<file path="src/rtl/lns_md_pkg.sv">
package lns_md_pkg;

  // Opcodes seen on in_op
  localparam logic [2:0] OPC_MUL  = 3'd0;
  localparam logic [2:0] OPC_DIV  = 3'd1;
  localparam logic [2:0] OPC_SQR  = 3'd2;
  localparam logic [2:0] OPC_RCP  = 3'd3;
  localparam logic [2:0] OPC_SQRT = 3'd4;

  // Operation performed on the log fields
  typedef enum logic [2:0] {
    LK_ADD  = 3'd0,
    LK_SUB  = 3'd1,
    LK_DBL  = 3'd2,
    LK_NEG  = 3'd3,
    LK_HALF = 3'd4,
    LK_NONE = 3'd5
  } log_kind_e;

  typedef struct packed {
    logic ovf;
    logic err;
    logic inv;
  } exc_flags_t;

endpackage

</file>
<file path="src/rtl/lns_log_alu.sv">
module lns_log_alu
  import lns_md_pkg::*;
#(
  parameter int LOG_W = 20
) (
  input  log_kind_e        kind,
  input  logic [LOG_W-1:0] x_log,
  input  logic [LOG_W-1:0] y_log,
  output logic [LOG_W-1:0] r_log,
  output logic             r_ovf
);

  // Two guard bits keep every operation exact before clamping
  localparam int WX = LOG_W + 2;
  localparam logic signed [WX-1:0] HI_LIM = {3'b000, {(LOG_W-1){1'b1}}};
  localparam logic signed [WX-1:0] LO_LIM = {3'b111, {(LOG_W-1){1'b0}}};
  localparam logic [LOG_W-1:0] HI_CODE = {1'b0, {(LOG_W-1){1'b1}}};
  localparam logic [LOG_W-1:0] LO_CODE = {1'b1, {(LOG_W-1){1'b0}}};

  logic signed [WX-1:0] xe, ye, wide;

  always_comb begin
    xe = $signed({{2{x_log[LOG_W-1]}}, x_log});
    ye = $signed({{2{y_log[LOG_W-1]}}, y_log});
    unique case (kind)
      LK_ADD:  wide = xe + ye;
      LK_SUB:  wide = xe - ye;
      LK_DBL:  wide = $signed({xe[WX-2:0], 1'b0});
      LK_NEG:  wide = -xe;
      LK_HALF: wide = xe >>> 1;
      default: wide = '0;
    endcase
  end

  always_comb begin
    if (wide > HI_LIM) begin
      r_log = HI_CODE;
      r_ovf = 1'b1;
    end else if (wide < LO_LIM) begin
      r_log = LO_CODE;
      r_ovf = 1'b1;
    end else begin
      r_log = wide[LOG_W-1:0];
      r_ovf = 1'b0;
    end
  end

endmodule

</file>
<file path="src/rtl/lns_sign_ctrl.sv">
module lns_sign_ctrl
  import lns_md_pkg::*;
(
  input  logic [2:0] op,
  input  logic       a_sign,
  input  logic       a_zero,
  input  logic       b_sign,
  input  logic       b_zero,
  output log_kind_e  kind,
  output logic       r_sign,
  output logic       force_zero,
  output logic       r_err,
  output logic       r_inv
);

  always_comb begin
    kind       = LK_NONE;
    r_sign     = 1'b0;
    force_zero = 1'b0;
    r_err      = 1'b0;
    r_inv      = 1'b0;
    unique case (op)
      OPC_MUL: begin
        kind       = LK_ADD;
        r_sign     = a_sign ^ b_sign;
        force_zero = a_zero | b_zero;
      end
      OPC_DIV: begin
        kind       = LK_SUB;
        r_sign     = a_sign ^ b_sign;
        r_err      = b_zero;
        force_zero = a_zero | b_zero;
      end
      OPC_SQR: begin
        kind       = LK_DBL;
        force_zero = a_zero;
      end
      OPC_RCP: begin
        kind       = LK_NEG;
        r_sign     = a_sign;
        r_err      = a_zero;
        force_zero = a_zero;
      end
      OPC_SQRT: begin
        kind       = LK_HALF;
        r_inv      = a_sign & ~a_zero;
        force_zero = a_zero | (a_sign & ~a_zero);
      end
      default: begin
        r_inv      = 1'b1;
        force_zero = 1'b1;
      end
    endcase
  end

endmodule

</file>
<file path="src/rtl/lns_out_stage.sv">
module lns_out_stage
  import lns_md_pkg::*;
#(
  parameter int LOG_W = 20
) (
  input  logic             clk,
  input  logic             rst_n,
  input  logic             load,
  input  logic             drain,
  input  logic             d_sign,
  input  logic             d_zero,
  input  logic [LOG_W-1:0] d_log,
  input  exc_flags_t       d_flags,
  output logic             q_valid,
  output logic             q_sign,
  output logic             q_zero,
  output logic [LOG_W-1:0] q_log,
  output exc_flags_t       q_flags
);

  always_ff @(posedge clk or negedge rst_n) begin
    if (!rst_n) begin
      q_valid <= 1'b0;
      q_sign  <= 1'b0;
      q_zero  <= 1'b0;
      q_log   <= '0;
      q_flags <= '0;
    end else begin
      if (load) begin
        q_valid <= 1'b1;
        q_sign  <= d_sign;
        q_zero  <= d_zero;
        q_log   <= d_log;
        q_flags <= d_flags;
      end else if (drain) begin
        q_valid <= 1'b0;
      end
    end
  end

  // a stalled result stays put
  a_r10_hold_stable: assert property (@(posedge clk) disable iff (!rst_n)
    q_valid && !drain |=> q_valid && $stable(q_log) && $stable(q_sign)
                          && $stable(q_zero) && $stable(q_flags));

endmodule

</file>
<file path="src/rtl/lns_muldiv.sv">
module lns_muldiv
  import lns_md_pkg::*;
#(
  parameter int LOG_W = 20
) (
  input  logic             clk,
  input  logic             rst_n,
  input  logic             in_valid,
  output logic             in_ready,
  input  logic [2:0]       in_op,
  input  logic             a_sign,
  input  logic             a_zero,
  input  logic [LOG_W-1:0] a_log,
  input  logic             b_sign,
  input  logic             b_zero,
  input  logic [LOG_W-1:0] b_log,
  output logic             out_valid,
  input  logic             out_ready,
  output logic             out_sign,
  output logic             out_zero,
  output logic [LOG_W-1:0] out_log,
  output logic             out_ovf,
  output logic             out_err,
  output logic             out_inv
);

  localparam logic [LOG_W-1:0] HI_CODE = {1'b0, {(LOG_W-1){1'b1}}};
  localparam logic [LOG_W-1:0] LO_CODE = {1'b1, {(LOG_W-1){1'b0}}};

  log_kind_e        kind;
  logic             c_sign, c_zero, c_err, c_inv;
  logic [LOG_W-1:0] alu_log;
  logic             alu_ovf;
  logic             accept;
  logic             d_sign;
  logic [LOG_W-1:0] d_log;
  exc_flags_t       d_flags, q_flags;

  assign in_ready = ~out_valid | out_ready;
  assign accept   = in_valid & in_ready;

  lns_sign_ctrl u_ctrl (
    .op         (in_op),
    .a_sign     (a_sign),
    .a_zero     (a_zero),
    .b_sign     (b_sign),
    .b_zero     (b_zero),
    .kind       (kind),
    .r_sign     (c_sign),
    .force_zero (c_zero),
    .r_err      (c_err),
    .r_inv      (c_inv)
  );

  lns_log_alu #(.LOG_W(LOG_W)) u_alu (
    .kind  (kind),
    .x_log (a_log),
    .y_log (b_log),
    .r_log (alu_log),
    .r_ovf (alu_ovf)
  );

  // A zero result overrides log, sign and clamping
  always_comb begin
    if (c_zero) begin
      d_sign  = 1'b0;
      d_log   = '0;
      d_flags = '{ovf: 1'b0, err: c_err, inv: c_inv};
    end else begin
      d_sign  = c_sign;
      d_log   = alu_log;
      d_flags = '{ovf: alu_ovf, err: 1'b0, inv: 1'b0};
    end
  end

  lns_out_stage #(.LOG_W(LOG_W)) u_out (
    .clk     (clk),
    .rst_n   (rst_n),
    .load    (accept),
    .drain   (out_ready),
    .d_sign  (d_sign),
    .d_zero  (c_zero),
    .d_log   (d_log),
    .d_flags (d_flags),
    .q_valid (out_valid),
    .q_sign  (out_sign),
    .q_zero  (out_zero),
    .q_log   (out_log),
    .q_flags (q_flags)
  );

  assign out_ovf = q_flags.ovf;
  assign out_err = q_flags.err;
  assign out_inv = q_flags.inv;

  // one cycle from acceptance to presentation
  a_r10_latency: assert property (@(posedge clk) disable iff (!rst_n)
    accept |=> out_valid);

  // product sign is the XOR of the operand signs
  a_r1_sign_xor: assert property (@(posedge clk) disable iff (!rst_n)
    accept && in_op == OPC_MUL && !a_zero && !b_zero
      |=> out_sign == $past(a_sign ^ b_sign));

  // an unclamped square has an even log and positive sign
  a_r3_square_even: assert property (@(posedge clk) disable iff (!rst_n)
    accept && in_op == OPC_SQR && !a_zero
      |=> !out_sign && (out_ovf || !out_log[0]));

  // reciprocal keeps the sign
  a_r4_rcp_sign: assert property (@(posedge clk) disable iff (!rst_n)
    accept && in_op == OPC_RCP && !a_zero |=> out_sign == $past(a_sign));

  // root of a negative non-zero operand is invalid
  a_r5_neg_root: assert property (@(posedge clk) disable iff (!rst_n)
    accept && in_op == OPC_SQRT && a_sign && !a_zero |=> out_inv && out_zero);

  // clamped logs sit exactly on a bound
  a_r6_clamp_bound: assert property (@(posedge clk) disable iff (!rst_n)
    out_valid && out_ovf |-> (out_log == HI_CODE || out_log == LO_CODE));

  // zero results are canonical
  a_r7_zero_clean: assert property (@(posedge clk) disable iff (!rst_n)
    out_valid && out_zero |-> out_log == '0 && !out_sign && !out_ovf);

  // errors and invalids always come with a zero value
  a_r8_exc_zero: assert property (@(posedge clk) disable iff (!rst_n)
    out_valid && (out_err || out_inv) |-> out_zero);

  // exception flags are exclusive
  a_r12_flags_onehot: assert property (@(posedge clk) disable iff (!rst_n)
    out_valid |-> $onehot0({out_ovf, out_err, out_inv}));

endmodule

</file>
<file path="config.mk">
export PLATFORM = sky130hd
export DESIGN_NAME = lns_muldiv
export DESIGN_NICKNAME = d
export VERILOG_FILES = /design/src/rtl/lns_md_pkg.sv /design/src/rtl/lns_log_alu.sv /design/src/rtl/lns_sign_ctrl.sv /design/src/rtl/lns_out_stage.sv /design/src/rtl/lns_muldiv.sv
export SDC_FILE = /design/constraint.sdc
export NUM_CORES = 1
export LEC_CHECK = 0
export BUFFER_PORTS_ARGS = -buffer_cell sky130_fd_sc_hd__buf_2
export CORE_UTILIZATION = 30
export CTS_BUF_LIST = sky130_fd_sc_hd__clkbuf_8
export DETAILED_ROUTE_END_ITERATION = 10
export GPL_ROUTABILITY_DRIVEN = 0
export SLEW_MARGIN = 20
export SYNTH_ARGS = -nofsm -noshare
export SYNTH_HDL_FRONTEND = slang
export SYNTH_HIERARCHICAL = 1
export SYNTH_SLANG_ARGS = --single-unit
</file>
<file path="constraint.sdc">
create_clock -name clk -period 1.1 [get_ports clk]
set_input_delay 0.055 -clock clk [delete_from_list [all_inputs] [get_ports clk]]
set_output_delay 0.055 -clock clk [all_outputs]
set_load 0.01 [all_outputs]
</file>
== Word-level counts from Yosys, hierarchy flattened ==
Cells that the tools add are included.
Widths: inputs -> output; s select.

* Add/subtract/negate cells: 3
* Magnitude comparators: 2
* Eq/ne operators: 8
* Mux-type cells: 15
* Bitwise gates (word level): 8
* Reductions and logical operators: 6

{| class="wikitable"
|+ Operator list
! kind !! number
|-
| $pmux 22 s5 || 1
|-
| $mux 20 || 3
|-
| $gt 22x20->1 const B || 1
|-
| $lt 22x20->1 const B || 1
|-
| $neg 20->22 || 1
|-
| $add 20x20->21 || 1
|-
| $sub 20x20->21 || 1
|-
| $pmux 3 s5 || 1
|-
| $eq 3x2->1 const B || 4
|-
| $eq 3x1->1 const B || 2
|-
| $eq 3x3->1 const B || 2
|-
| $logic_not 3->1 || 2
|-
| $pmux 1 s2 || 3
|-
| $mux 1 || 5
|-
| $reduce_or 2->1 || 2
|-
| $reduce_or 4->1 || 1
|-
| $mux 3 || 1
|-
| $or 1x1->1 || 3
|-
| $pmux 1 s3 || 1
|-
| $and 1x1->1 || 2
|-
| $not 1->1 || 2
|-
| $reduce_bool 2->1 || 1
|-
| $xor 1x1->1 || 1
|}

* Register bits after elaboration: 26
* Bits of input ports: 51
* Logic and storage cells: 49

== Logic depth before layout (Yosys ltp) ==
Gate-level depths: netlist of the first run.

* Depth in word-level cells: 8
* Mapped depth: 15
* Depth with buffers taken out: 13

== Hierarchy ==
Netlist of the first run, hierarchy kept.

{| class="wikitable"
|+ Modules (own cells, without submodules)
! module !! times used !! cells an instance !! area an instance (µm²)
|-
| lns_log_alu || 1 || 511 || 3500.9
|-
| lns_out_stage || 1 || 56 || 1066.0
|-
| lns_muldiv || 1 || 28 || 175.2
|-
| lns_sign_ctrl || 1 || 15 || 100.1
|}

== Least setup slack after synthesis of the first run ==
OpenSTA, ideal clock, no wires.

* Kind: input-to-reg
* From: in a_log[0]
* To: reg u_out.q_log[17]
* Library setup time: 0.125 ns
* Arrival time: 2.938 ns
* Data required time: 0.975 ns
* Path slack: -1.963 ns
* Stages: 13
* Path through: ha_1 fa_1 nor2b_1 o21ai_0 nand4_1 a31oi_1 o21ai_0 or3b_4 nor3b_2 buf_4 o32ai_2 nor2b_1 mux2_2

* Cells in the longest elaborated chain, start to end: 6

{| class="wikitable"
|+ Ends and longest elaborated chain
! element !! line !! text
|-
| start, declared || lns_muldiv.sv:13 || <nowiki>input logic [LOG_W-1:0] a_log,</nowiki>
|-
| $neg 20->22 (tied with other cells) || lns_log_alu.sv:29 || <nowiki>LK_NEG: wide = -xe;</nowiki>
|-
| $pmux 22 s5 (*) || lns_log_alu.sv:25 || <nowiki>unique case (kind)</nowiki>
|-
| $lt 22x20->1 || lns_log_alu.sv:39 || <nowiki>end else if (wide < LO_LIM) begin</nowiki>
|-
| $mux 20 || lns_log_alu.sv:39 ||
|-
| $mux 20 (*) || lns_log_alu.sv:36 || <nowiki>if (wide > HI_LIM) begin</nowiki>
|-
| named net alu_log[17] || lns_muldiv.sv:32 || <nowiki>logic [LOG_W-1:0] alu_log;</nowiki>
|-
| $mux 20 (*) || lns_muldiv.sv:65 || <nowiki>if (c_zero) begin</nowiki>
|-
| named net d_log[17] || lns_muldiv.sv:36 || <nowiki>logic [LOG_W-1:0] d_log;</nowiki>
|-
| end signal, assigned || lns_out_stage.sv:33 || <nowiki>q_log <= d_log;</nowiki>
|-
| end, declared || lns_out_stage.sv:17 || <nowiki>output logic [LOG_W-1:0] q_log,</nowiki>
|}

Mark *: on every way through the listed nets, which the timed path passes. The rest lies on a longest branch.
A chain may end at the register's enable or synchronous reset.

== Final worst setup path of the first run ==
* From: in a_log[4]
* To: reg u_out.q_log[17]

Same word-level chain as after synthesis.

==> results of run 1 <==
layout make-up:
type | instances | share of cell area [%]
Multi-Input combinational cell | 498 | 54.90
Timing Repair Buffer | 312 | 30.55
Sequential cell | 26 | 8.223
Tap cell | 216 | 3.416
Inverter | 46 | 2.214
Clock buffer | 4 | 0.6958
through the flow:
stage	hold slack [ps]	worst slack, ps	TNS [ps]	total power [uW]	cells
floorplan	-240.6	-1721	-34920	3172	610
global placement	84.54	-2197	-45840	4663	1071
detailed placement	91.70	-2235	-46600	4701	1071
CTS	58.50	-1710	-35370	5604	1088
global route	116.9	-1799	-36990	6327	1102
finish	116.3	-1719	-35270	5960	1102
cells in the mapped netlist (5+ instances only):
cell type and instances:
a21o_1 6, a21oi_1 48, a221oi_1 9, a222oi_1 5, a31o_2 5, a31oi_1 8
and2_1 6, clkbuf_1 27, dfrtp_1 26, ha_1 41, inv_1 46, mux2_2 10
mux2_4 19, nand2_1 34, nand2b_1 6, nand3_1 12, nand4_1 9, nor2_1 27
nor2b_1 35, nor3_1 19, nor3b_1 5, nor4_1 6, o21a_1 10, o21ai_0 40
o21bai_1 7, o31ai_1 10, o32ai_1 10, o32ai_2 10, or3_1 6, xnor2_1 14
xor2_1 5
where the power goes:
| group | switching [uW] | total (uW) | leakage (uW) | internal, uW |
|---|---|---|---|---|
| logic | 1990 | 4210 | 0.00327 | 2220 |
| clock network | 307 | 628 | 0.0000288 | 321 |
| registers | 67.1 | 1120 | 0.000347 | 1060 |
worst min-delay path, cell delays in order:
cell and delay [ps]:
buf_2 100, inv_1 60, a21o_1 130
layer usage:
metal	track usage (%)	vias to the layer above	routed length (um)
met2	37.71	176	9029
met1	28.14	2792	7977
met5	0	-	0
li1	-	2857	-
met4	5.606	0	430
met3	1.610	32	850
flip-flops by register name (all words and copies together) (netlist names):
register,cells
u_out/q_zero,1
u_out/q_valid,1
u_out/q_log,20
u_out/q_sign,1
u_out/q_flags,3
cells by family (layout without fill, tap and decap cells):
group                    after synthesis  count (layout)
AND/OR/NAND/NOR                      188             188
buffers and inverters                 86             362
AO/OA/AOI/OAI                        216             216
XOR/XNOR                              19              19
multiplexers                          32              32
flip-flops                            26              26
adder cells (fa/ha/maj)               43              43
worst paths after layout:
check | end | from | slack, ps
max | u_out/q_log[17] | a_log[4] | -1720
min | u_out/q_valid | out_ready | 120
max reg2reg | u_out/q_log[10] | u_out/q_valid | -240
min reg2reg | u_out/q_sign | u_out/q_sign | 510
max in group asynchronous | u_out/q_log[11] | rst_n | 370
min in group asynchronous | u_out/q_log[10] | rst_n | 340
repair_timing:
| item | in CTS | in global routing |
|---|---|---|
| pin swaps | 12 | 28 |
| hold buffers | 1 | 0 |
| buffers inserted | 11 | 10 |
| gates cloned | 2 | 4 |
| endpoints found under the setup margin | 25 | 26 |
| endpoints found under the hold margin | 26 | 0 |
| gates resized for setup | 57 | 57 |
layout by cell type (no fill, tap or decap), drive strengths merged, types with 8 or more instances in the layout:
| cell type | n |
|---|---|
| buf | 307 |
| a21oi | 48 |
| inv | 46 |
| ha | 41 |
| o21ai | 40 |
| nor2b | 36 |
| nand2 | 34 |
| mux2 | 29 |
| nor2 | 27 |
| dfrtp | 26 |
| o32ai | 20 |
| nor3 | 19 |
| xnor2 | 14 |
| nand3 | 12 |
| o21a | 10 |
| o31ai | 10 |
| nand4 | 9 |
| a221oi | 9 |
| a31oi | 8 |
==> results by group, run 1 <==
Outcome
  – Status: complete, but fails checks
  – Violated checks: setup timing

Critical path
  – Crit start category: primary input
  – R2R depth: 5
  – WP data arrival: ~3000 ps
  – CP endpoint kind: flop
  – Largest stage delay, worst path: 410 ps
  – Delay-heaviest family, CP: compound AO/OA/AOI/OAI gates
  – WP buf/inv: 4
  – Most used cell, CP: buf_4
  – Crit Path Max Fanout: 9
  – Cell breakdown of the critical path: buf_2, buf_4, ha_2, a22oi_2, o221a_4, a31o_4, nor4_1, buf_4, a211o_4, nor3b_4, clkbuf_16, o32ai_2, nor2b_2, mux2_4
  – Worst path depth: 14
  – Critical Path RT: 1260 ps
  – Critical path class: primary input to flop
  – Slowest-stage cell, CP: nor3b_4

Synth
  – Mux cell area share after synthesis: 9.096%
  – Largest family of logic cells by synthesized area: compound AO/OA/AOI/OAI gates
  – Synth area leaders: dfrtp_1 (13%), ha_1 (11%), mux2_4 (5.9%), a21oi_1 (5.0%), nor2b_1 (4.5%)
  – Top_reg_cell synth: dfrtp_1
  – Post-Syn Nets: roughly 700
  – YS warnings: 6
  – Post-synthesis average cell area: 7.938 um2
  – Register bit total from synthesis: 26
  – Synth cell types: 75
  – Cell count after synthesis: 610
  – Top cell type's share of synthesized area: 13.44%
  – Syn Std Cell Area: 0.004842 mm2
  – Post-synth EDFFs: 0
  – Post-synthesis compound-gate area fraction: about a third
  – Ys async rst share: 100.0%
  – Simple-gate share of the synthesized area: 21.71%
  – Synth Area in Adders: roughly 11%
  – Post-Synth XOR/XNOR Area: under 10%
  – Area leader, netlist: dfrtp_1
  – Seq/Total Area, Yosys: 13.44%

CTS
  – Clock root cell: clkbuf_8
  – CTS tree: done
  – Clock Sinks: 26
  – Clk buf depth: 2
  – H-tree level count: 1
  – Clk pin slew, worst setup/hold paths: 90 ps
  – Worst skew pair latency: ~280 ps
  – CTS buffer count: 3

Global route
  – Total congestion overflow: 0
  – Largest net degree at the start of global routing: 28
  – First-pass GRT wire length: 28640 um
  – GRT Total Usage: 21.40%
  – Initial antenna violation count: 0
  – Number of global-route vias before repair: 5757

Power
  – Leak Pwr: approximately 0.0036 uW
  – VDD IR max: between 0.5 and 0.6 mV
  – Power Density: 753.2 mW/mm2

Route
  – Initial DRT Pass Iterations: 8
  – Post-route DRC violation count: 0
  – Post-Route WL: 18290 um
  – Post-DRT Antenna Nets: 0
  – DRT iter0 DRCs: about 440
  – WL/cell: between 15 and 20 um
  – Via density: 5.315
  – Vias: 5857

Cells and area
  – Core Util, Final: about half
  – Layout area overhead: 63.41%
  – Final instance area: 0.007913 mm2
  – Area of the multi-input gates: 0.004344 mm2
  – Fill cell count: 1495
  – Share of layout cells above drive strength 1: between 40% and 50%
  – Fin nets: 981
  – Register area: 650.6 um2
  – ANT cells: 0

Floorplanning
  – Core ar.: 0.01583 mm2
  – Starting Density: 30.59%
  – Die ar.: 0.01665 mm2
  – I/O pin total: 78
  – Row cnt: 46
  – Die H: approximately 130 um
  – Chip width: 129.0 um

Placement
  – Area after DPL: 0.007029 mm2
  – Post-DP HPWL: 13600 um
  – Port bufs: 77

STA
  – Max-slew violations: 0
  – Achievable Freq: 0.3547 GHz
  – Slack of the critical path: -1719 ps
  – Final Skew: 6.035 ps
  – Final Cycle Share: 256.3%
  – Final hold violations: 0
  – Final setup viols: 25
  – RSZ-0062 raised after global routing: true
  – Fin crit period: ~2800 ps
  – Slew @ Worst Pin: 677.9 ps
  – Relative slew slack: 54.69%

Hold path
  – Worst Hold Class: primary input to flop
  – Min-Delay Path Depth: 3

Job
  – Max-cap violations: 0
Note: power is estimated with default switching activity, not from simulation.
==> inputs of run 2 (changes only) <==
--- a/config.mk
+++ b/config.mk
@@ -5,10 +5,12 @@
 export SDC_FILE = /design/constraint.sdc
 export NUM_CORES = 1
 export LEC_CHECK = 0
-export BUFFER_PORTS_ARGS = -buffer_cell sky130_fd_sc_hd__buf_2
+export CAP_MARGIN = 40
+export CORE_ASPECT_RATIO = 1.2
 export CORE_UTILIZATION = 30
 export CTS_BUF_LIST = sky130_fd_sc_hd__clkbuf_8
 export DETAILED_ROUTE_END_ITERATION = 10
+export DONT_BUFFER_PORTS = 1
 export GPL_ROUTABILITY_DRIVEN = 0
 export SLEW_MARGIN = 20
 export SYNTH_ARGS = -nofsm -noshare
==> run 2 against run 1 <==
- the flow still finishes with violations (setup timing)
- clock power is 29% higher
- cell count decreased by 9.3%
- first-iteration DRC count up 13%
- sequential power up 6%
- critical path depth increased by 1
- utilization decreased by 1.8 points
- wire length rose by 2.3%
- hold slack better by 39 ps
- die area about the same
- via count fell by 4.7%
- sequential share of layout area increased by 0.37 points
- flip-flop and latch count unchanged
==> results by group, run 2 (synthesized netlist as in run 1, its figures left out) <==
Outcome
  – Status: complete, but fails checks
  – Violated checks: setup timing

Hold path
  – Min-Delay Path Depth: 3
  – Worst Hold Class: primary input to flop
  – Hold_sp: in_op[2]

Critical path
  – Crit start category: primary input
  – Critical path class: primary input to flop
  – CP endpoint kind: flop
  – Critical Path RT: 1330 ps
  – Worst setup path start: b_log[13]
  – Crit Path Max Fanout: 9
  – WP data arrival: 2970 ps
  – R2R depth: 5
  – Reg-to-Reg Start: u_out/q_valid

Cells and area
  – Most common cell after layout, fill and taps aside: buf_4
  – Fin nets: slightly below 900
  – Largest register FFs: 20
  – Most frequent cells in the layout: buf_4 (184), inv_1 (42), a21oi_1 (41)
  – Top Registers: u_out/q_log (20), u_out/q_flags (3)
  – Layout area overhead: 56.30%
  – ANT cells: 0
  – Layout Cells excl Fill: about 1000
  – Most flop-heavy register: u_out/q_log
  – Fill cell count: 1438
  – Final instance area: around 0.0076 mm2
  – Share of layout cells above drive strength 1: roughly 45%

STA
  – Slack of the critical path: -1646 ps
  – RSZ-0062 raised after global routing: true
  – Final Cycle Share: 249.7%
  – Final Skew: ~7.1 ps
  – Fin crit period: 2746 ps
  – Slew @ Worst Pin: between 400 and 500 ps
  – Relative slew slack: 68.05%
  – Final setup viols: 25
  – Setup TNS: -33700 ps
  – Max-slew violations: 0
  – Final hold violations: 0
  – Achievable Freq: around 0.36 GHz

Route
  – Vias: 5579
  – Via density: 5.585
  – Post-route DRC violation count: 0
  – WL/cell: ~19 um
  – Post-Route WL: 18700 um
  – Post-DRT Antenna Nets: 0
  – DRT iter0 DRCs: between 500 and 600
  – Initial DRT Pass Iterations: 8

Global route
  – Initial antenna violation count: 0
  – Number of global-route vias before repair: 5597
  – Largest net degree at the start of global routing: 48
  – First-pass GRT wire length: 28720 um
  – Total congestion overflow: 0
  – GRT Total Usage: 21.19%

CTS
  – Worst skew pair latency: roughly 280 ps
  – Clk pin slew, worst setup/hold paths: 100 ps
  – Clk buf depth: 2
  – H-tree level count: 1
  – Clock Sinks: 26
  – CTS tree: done
  – CTS buffer count: 3
  – Clock root cell: clkbuf_8

Power
  – VDD IR max: 0.5049 mV
  – Total power: 6210 uW
  – Leak Pwr: around 0.0033 uW
  – Power Density: 820.6 mW/mm2

Floorplanning
  – Row cnt: 50
  – I/O pin total: 78
  – Die H: 141.2 um
  – Die ar.: 0.01665 mm2
  – Starting Density: 30.84%
  – Chip width: 118.0 um
  – Core ar.: about 0.016 mm2

Placement
  – Post-DP HPWL: 13560 um
  – Dpl ws: -2142 ps
  – Placed Cells: 954
  – Port bufs: 0
  – Area after DPL: 0.006392 mm2

Job
  – Max-cap violations: 0
==> run 2: cell count changes in the layout (fill, tap and decap cells not counted), sizes merged <==
| cell | previous run | this run |
|---|---|---|
| bufinv | 0 | 1 |
| buf | 307 | 209 |
| dlygate4sd3 | 1 | 2 |
| bufbuf | 1 | 2 |
==> run 2: critical path, cell delays in order <==
cell	delay (ps)
inv_1	20
ha_1	280
buf_4	180
inv_1	70
a21oi_1	70
o21ai_0	360
a21oi_1	160
o21ai_1	140
or3b_4	410
buf_6	130
a32o_2	330
clkbuf_16	190
o32ai_4	240
nor2b_2	190
mux2_4	140
==> run 2: final cells by class <==
| cell class | instances | area [um2] | share of cell area, % |
|---|---|---|---|
| tap | 208 | 260.3 | 3.439 |
| timing repair buffer | 217 | 1979 | 26.15 |
| clock buffer | 3 | 41.29 | 0.5455 |
| multi-input combinational | 498 | 4422 | 58.42 |
| clock inverter | 1 | 30.03 | 0.3968 |
| sequential | 26 | 650.6 | 8.596 |
| inverter | 46 | 185.2 | 2.447 |
==> run 2: what timing repair did <==
action | in CTS | in global routing
pin swaps | 24 | 31
gates cloned | 9 | 3
gates resized for setup | 67 | 67
hold endpoints to repair | 27 | 0
hold buffers | 3 | 0
buffers inserted | 12 | 18
endpoints found under the setup margin | 25 | 27
==> run 2: metal layers <==
layer	track usage (%)	vias to the layer above	share of wire [%]
met3	3.074	61	6.3
li1	-	2675	-
met2	38.58	222	51
met1	24.67	2621	38
met4	8.839	0	4.2
met5	0	-	0
==> run 2: stage by stage <==
stage	util [%]	hold slack, ps
detailed placement	40.71	-240.1
CTS	45.46	160.3
global placement	40.61	-240.1
finish	48.20	154.9
floorplan	-	-240.6
global route	48.20	181.8
==> run 2: worst paths after layout <==
check / endpoint / slack [ps]
worst min-delay path: u_out/q_flags[0] / 150
max in group asynchronous: u_out/q_flags[1] / 720
worst max register to register: u_out/q_flags[2] / -290
min in group asynchronous: u_out/q_flags[2] / 220
worst min register to register: u_out/q_zero / 590
worst max-delay path: u_out/q_log[1] / -1650
==> run 2: power breakdown <==
part           internal [uW]  switching [uW]  leakage, uW
Clock                    488             323    0.0000357
Combinational           2330            1890      0.00290
Sequential              1060             132     0.000347
==> inputs of run 3 (changes only) <==
--- a/config.mk
+++ b/config.mk
@@ -12,6 +12,7 @@
 export DETAILED_ROUTE_END_ITERATION = 10
 export DONT_BUFFER_PORTS = 1
 export GPL_ROUTABILITY_DRIVEN = 0
+export PLACE_DENSITY = 0.42
 export SLEW_MARGIN = 20
 export SYNTH_ARGS = -nofsm -noshare
 export SYNTH_HDL_FRONTEND = slang
==> constraint.sdc (replaced) <==
create_clock -name clk -period 2.8 [get_ports clk]
set_input_delay 0.14 -clock clk [delete_from_list [all_inputs] [get_ports clk]]
set_output_delay 0.14 -clock clk [all_outputs]
set_load 0.01 [all_outputs]
==> run 3 against run 2 <==
- the flow now finishes without violations
- global-route usage shrank 1.9 points
- power shrank 68%
- hold slack lost 130 ps
- sequential share of layout area grew 1.6 points
- critical path depth grew 1
- first-iteration DRC count shrank 37%
- utilization shrank 7.4 points
- combinational power shrank 70%
- critical path type unchanged
==> results by group, run 3 (synthesized netlist as in run 1, its figures left out) <==
Cells and area
  – Most common cell after layout, fill and taps aside: buf_4
  – Share of layout cells above drive strength 1: 35.32%
  – ANT cells: 0
  – Largest register FFs: 20
  – Most frequent cells in the layout: buf_4 (120), inv_1 (44), a21oi_1 (43)
  – Top Registers: u_out/q_log (20), u_out/q_flags (3)
  – Layout area overhead: 32.17%
  – Most flop-heavy register: u_out/q_log
  – Fin nets: 800

STA
  – Final Cycle Share: 97.73%
  – Setup TNS: 0 ps
  – Achievable Freq: 0.3654 GHz
  – Relative slew slack: 62.82%
  – Final setup viols: 0
  – Fin crit period: 2737 ps
  – Max-slew violations: 0
  – Final Skew: 4.318 ps
  – Final hold violations: 0
  – Slew @ Worst Pin: 557.7 ps

Power
  – Power Density: 309.6 mW/mm2
  – Leak Pwr: 0.002714 uW
  – VDD IR max: between 0.1 and 0.15 mV
  – Total power: 1982 uW

Critical path
  – CP endpoint kind: flop
  – Crit start category: primary input
  – Cell breakdown of the critical path: inv_1, ha_1, inv_1, buf_4, a21oi_1, o21ba_2, a31o_4, nor4_1, a211o_1, buf_4, nor3b_4, buf_6, clkbuf_16, o32ai_2, nor2b_2, mux2_4
  – Critical Path RT: a little under 3000 ps
  – WP buf/inv: 6
  – WP data arrival: between 2000 and 3000 ps
  – Delay-heaviest family, CP: compound AO/OA/AOI/OAI gates
  – Crit Path Max Fanout: 7
  – Critical path class: primary input to flop
  – Slowest-stage cell, CP: ha_1
  – Largest stage delay, worst path: approximately 340 ps

Route
  – Post-Route WL: around 16000 um
  – WL/cell: 18.05 um
  – Via density: roughly 5.5
  – Post-DRT Antenna Nets: 0
  – Post-route DRC violation count: 0
  – Vias: 5057
  – DRT iter0 DRCs: 315
  – Initial DRT Pass Iterations: 5

Floorplanning
  – I/O pin total: 78
  – Core ar.: 0.01570 mm2
  – Row cnt: 50
  – Starting Density: 30.84%
  – Die H: 141.2 um
  – Chip width: 118.0 um
  – Die ar.: 0.01665 mm2

CTS
  – Clk buf depth: 2
  – CTS tree: done
  – CTS buffer count: 3
  – Clock Sinks: 26
  – Worst skew pair latency: 270 ps
  – H-tree level count: 1
  – Clock root cell: clkbuf_8
  – Clk pin slew, worst setup/hold paths: ~80 ps

Job
  – Max-cap violations: 0

Global route
  – Number of global-route vias before repair: 5091
  – Initial antenna violation count: 0
  – Total congestion overflow: 0
  – First-pass GRT wire length: between 20000 and 30000 um
  – Largest net degree at the start of global routing: 31
  – GRT Total Usage: 19.28%

Placement
  – Port bufs: 0
  – Post-DP HPWL: 13480 um

Outcome
  – Status: finished clean

Hold path
  – Worst Hold Class: primary input to flop
## run 3: cell types whose count changed in the layout (fill, tap and decap cells not counted), sizes merged
cell / before / now
buf: 209 / 129
bufbuf: 2 / 0
clkbuf: 7 / 5
bufinv: 1 / 0
dlygate4sd3: 2 / 1
## run 3: where the power goes
| part | total (uW) | internal, uW | switching (uW) |
|---|---|---|---|
| clock | 240 | 126 | 114 |
| sequential | 464 | 415 | 48.7 |
| combinational | 1280 | 657 | 620 |
## run 3: through the flow
stage,setup slack (ps),instance area (um2),std cells,utilization [%],hold slack [ps]
5_1_grt,-0.6122,6400,913,40.76,29.43
4_1_cts,0.7250,6147,911,39.15,21.52
3_5_place_dp,-456.5,5949,901,37.89,-155.1
6_report,63.47,6400,913,40.76,26.48
3_3_place_gp,-499.2,5938,900,37.82,-155.1
2_1_floorplan,-114.1,4972,610,-,-155.6
## run 3: worst reg2reg max path: cells and delay by family, from the launching register on
family	cells	cell delay, ps
buf+inv	1	380
flops	1	430
simple gates	2	300
mux	1	390
## run 3: final cells by class
class                           instances  area [um2]
Inverter                               46       172.7
Multi-Input combinational cell        498        4182
Clock buffer                            4       55.05
Timing Repair Buffer                  131        1080
Fill cell                            1626        9303
Sequential cell                        26       650.6
Tap cell                              208       260.3
## run 3: timing repair
| action | 4_1_cts | 5_1_grt |
|---|---|---|
| gates resized for setup | 17 | 50 |
| pin swaps | 4 | 15 |
| hold buffers | 2 | 0 |
| endpoints found under the setup margin | 19 | 20 |
| cloned | 1 | 1 |
| hold endpoints to repair | 26 | 0 |
| setup buffers | 4 | 2 |
## run 3: per-layer routing
| metal | part of all wire, % | global-route usage (%) | vias up | routed length, um |
|---|---|---|---|---|
| met5 | 0 | 0 | - | 0 |
| met4 | 1.8 | 5.735 | 0 | 299 |
| met2 | 49 | 34.27 | 142 | 8116 |
| met1 | 44 | 24.71 | 2398 | 7311 |
| met3 | 4.6 | 1.497 | 22 | 751 |
| li1 | - | - | 2495 | - |
## run 3: path summary, 6_finish.rpt
check,from,endpoint,slack (ps),depth (start not counted)
setup reg to reg,u_out/q_valid,u_out/q_log[18],1190,4
hold / removal,out_ready,u_out/q_valid,30,2
min in group asynchronous,rst_n,u_out/q_log[18],300,2
setup / recovery,b_log[9],u_out/q_log[11],60,16
max in group asynchronous,rst_n,u_out/q_log[10],2350,2
hold reg to reg,u_out/q_valid,u_out/q_valid,580,1
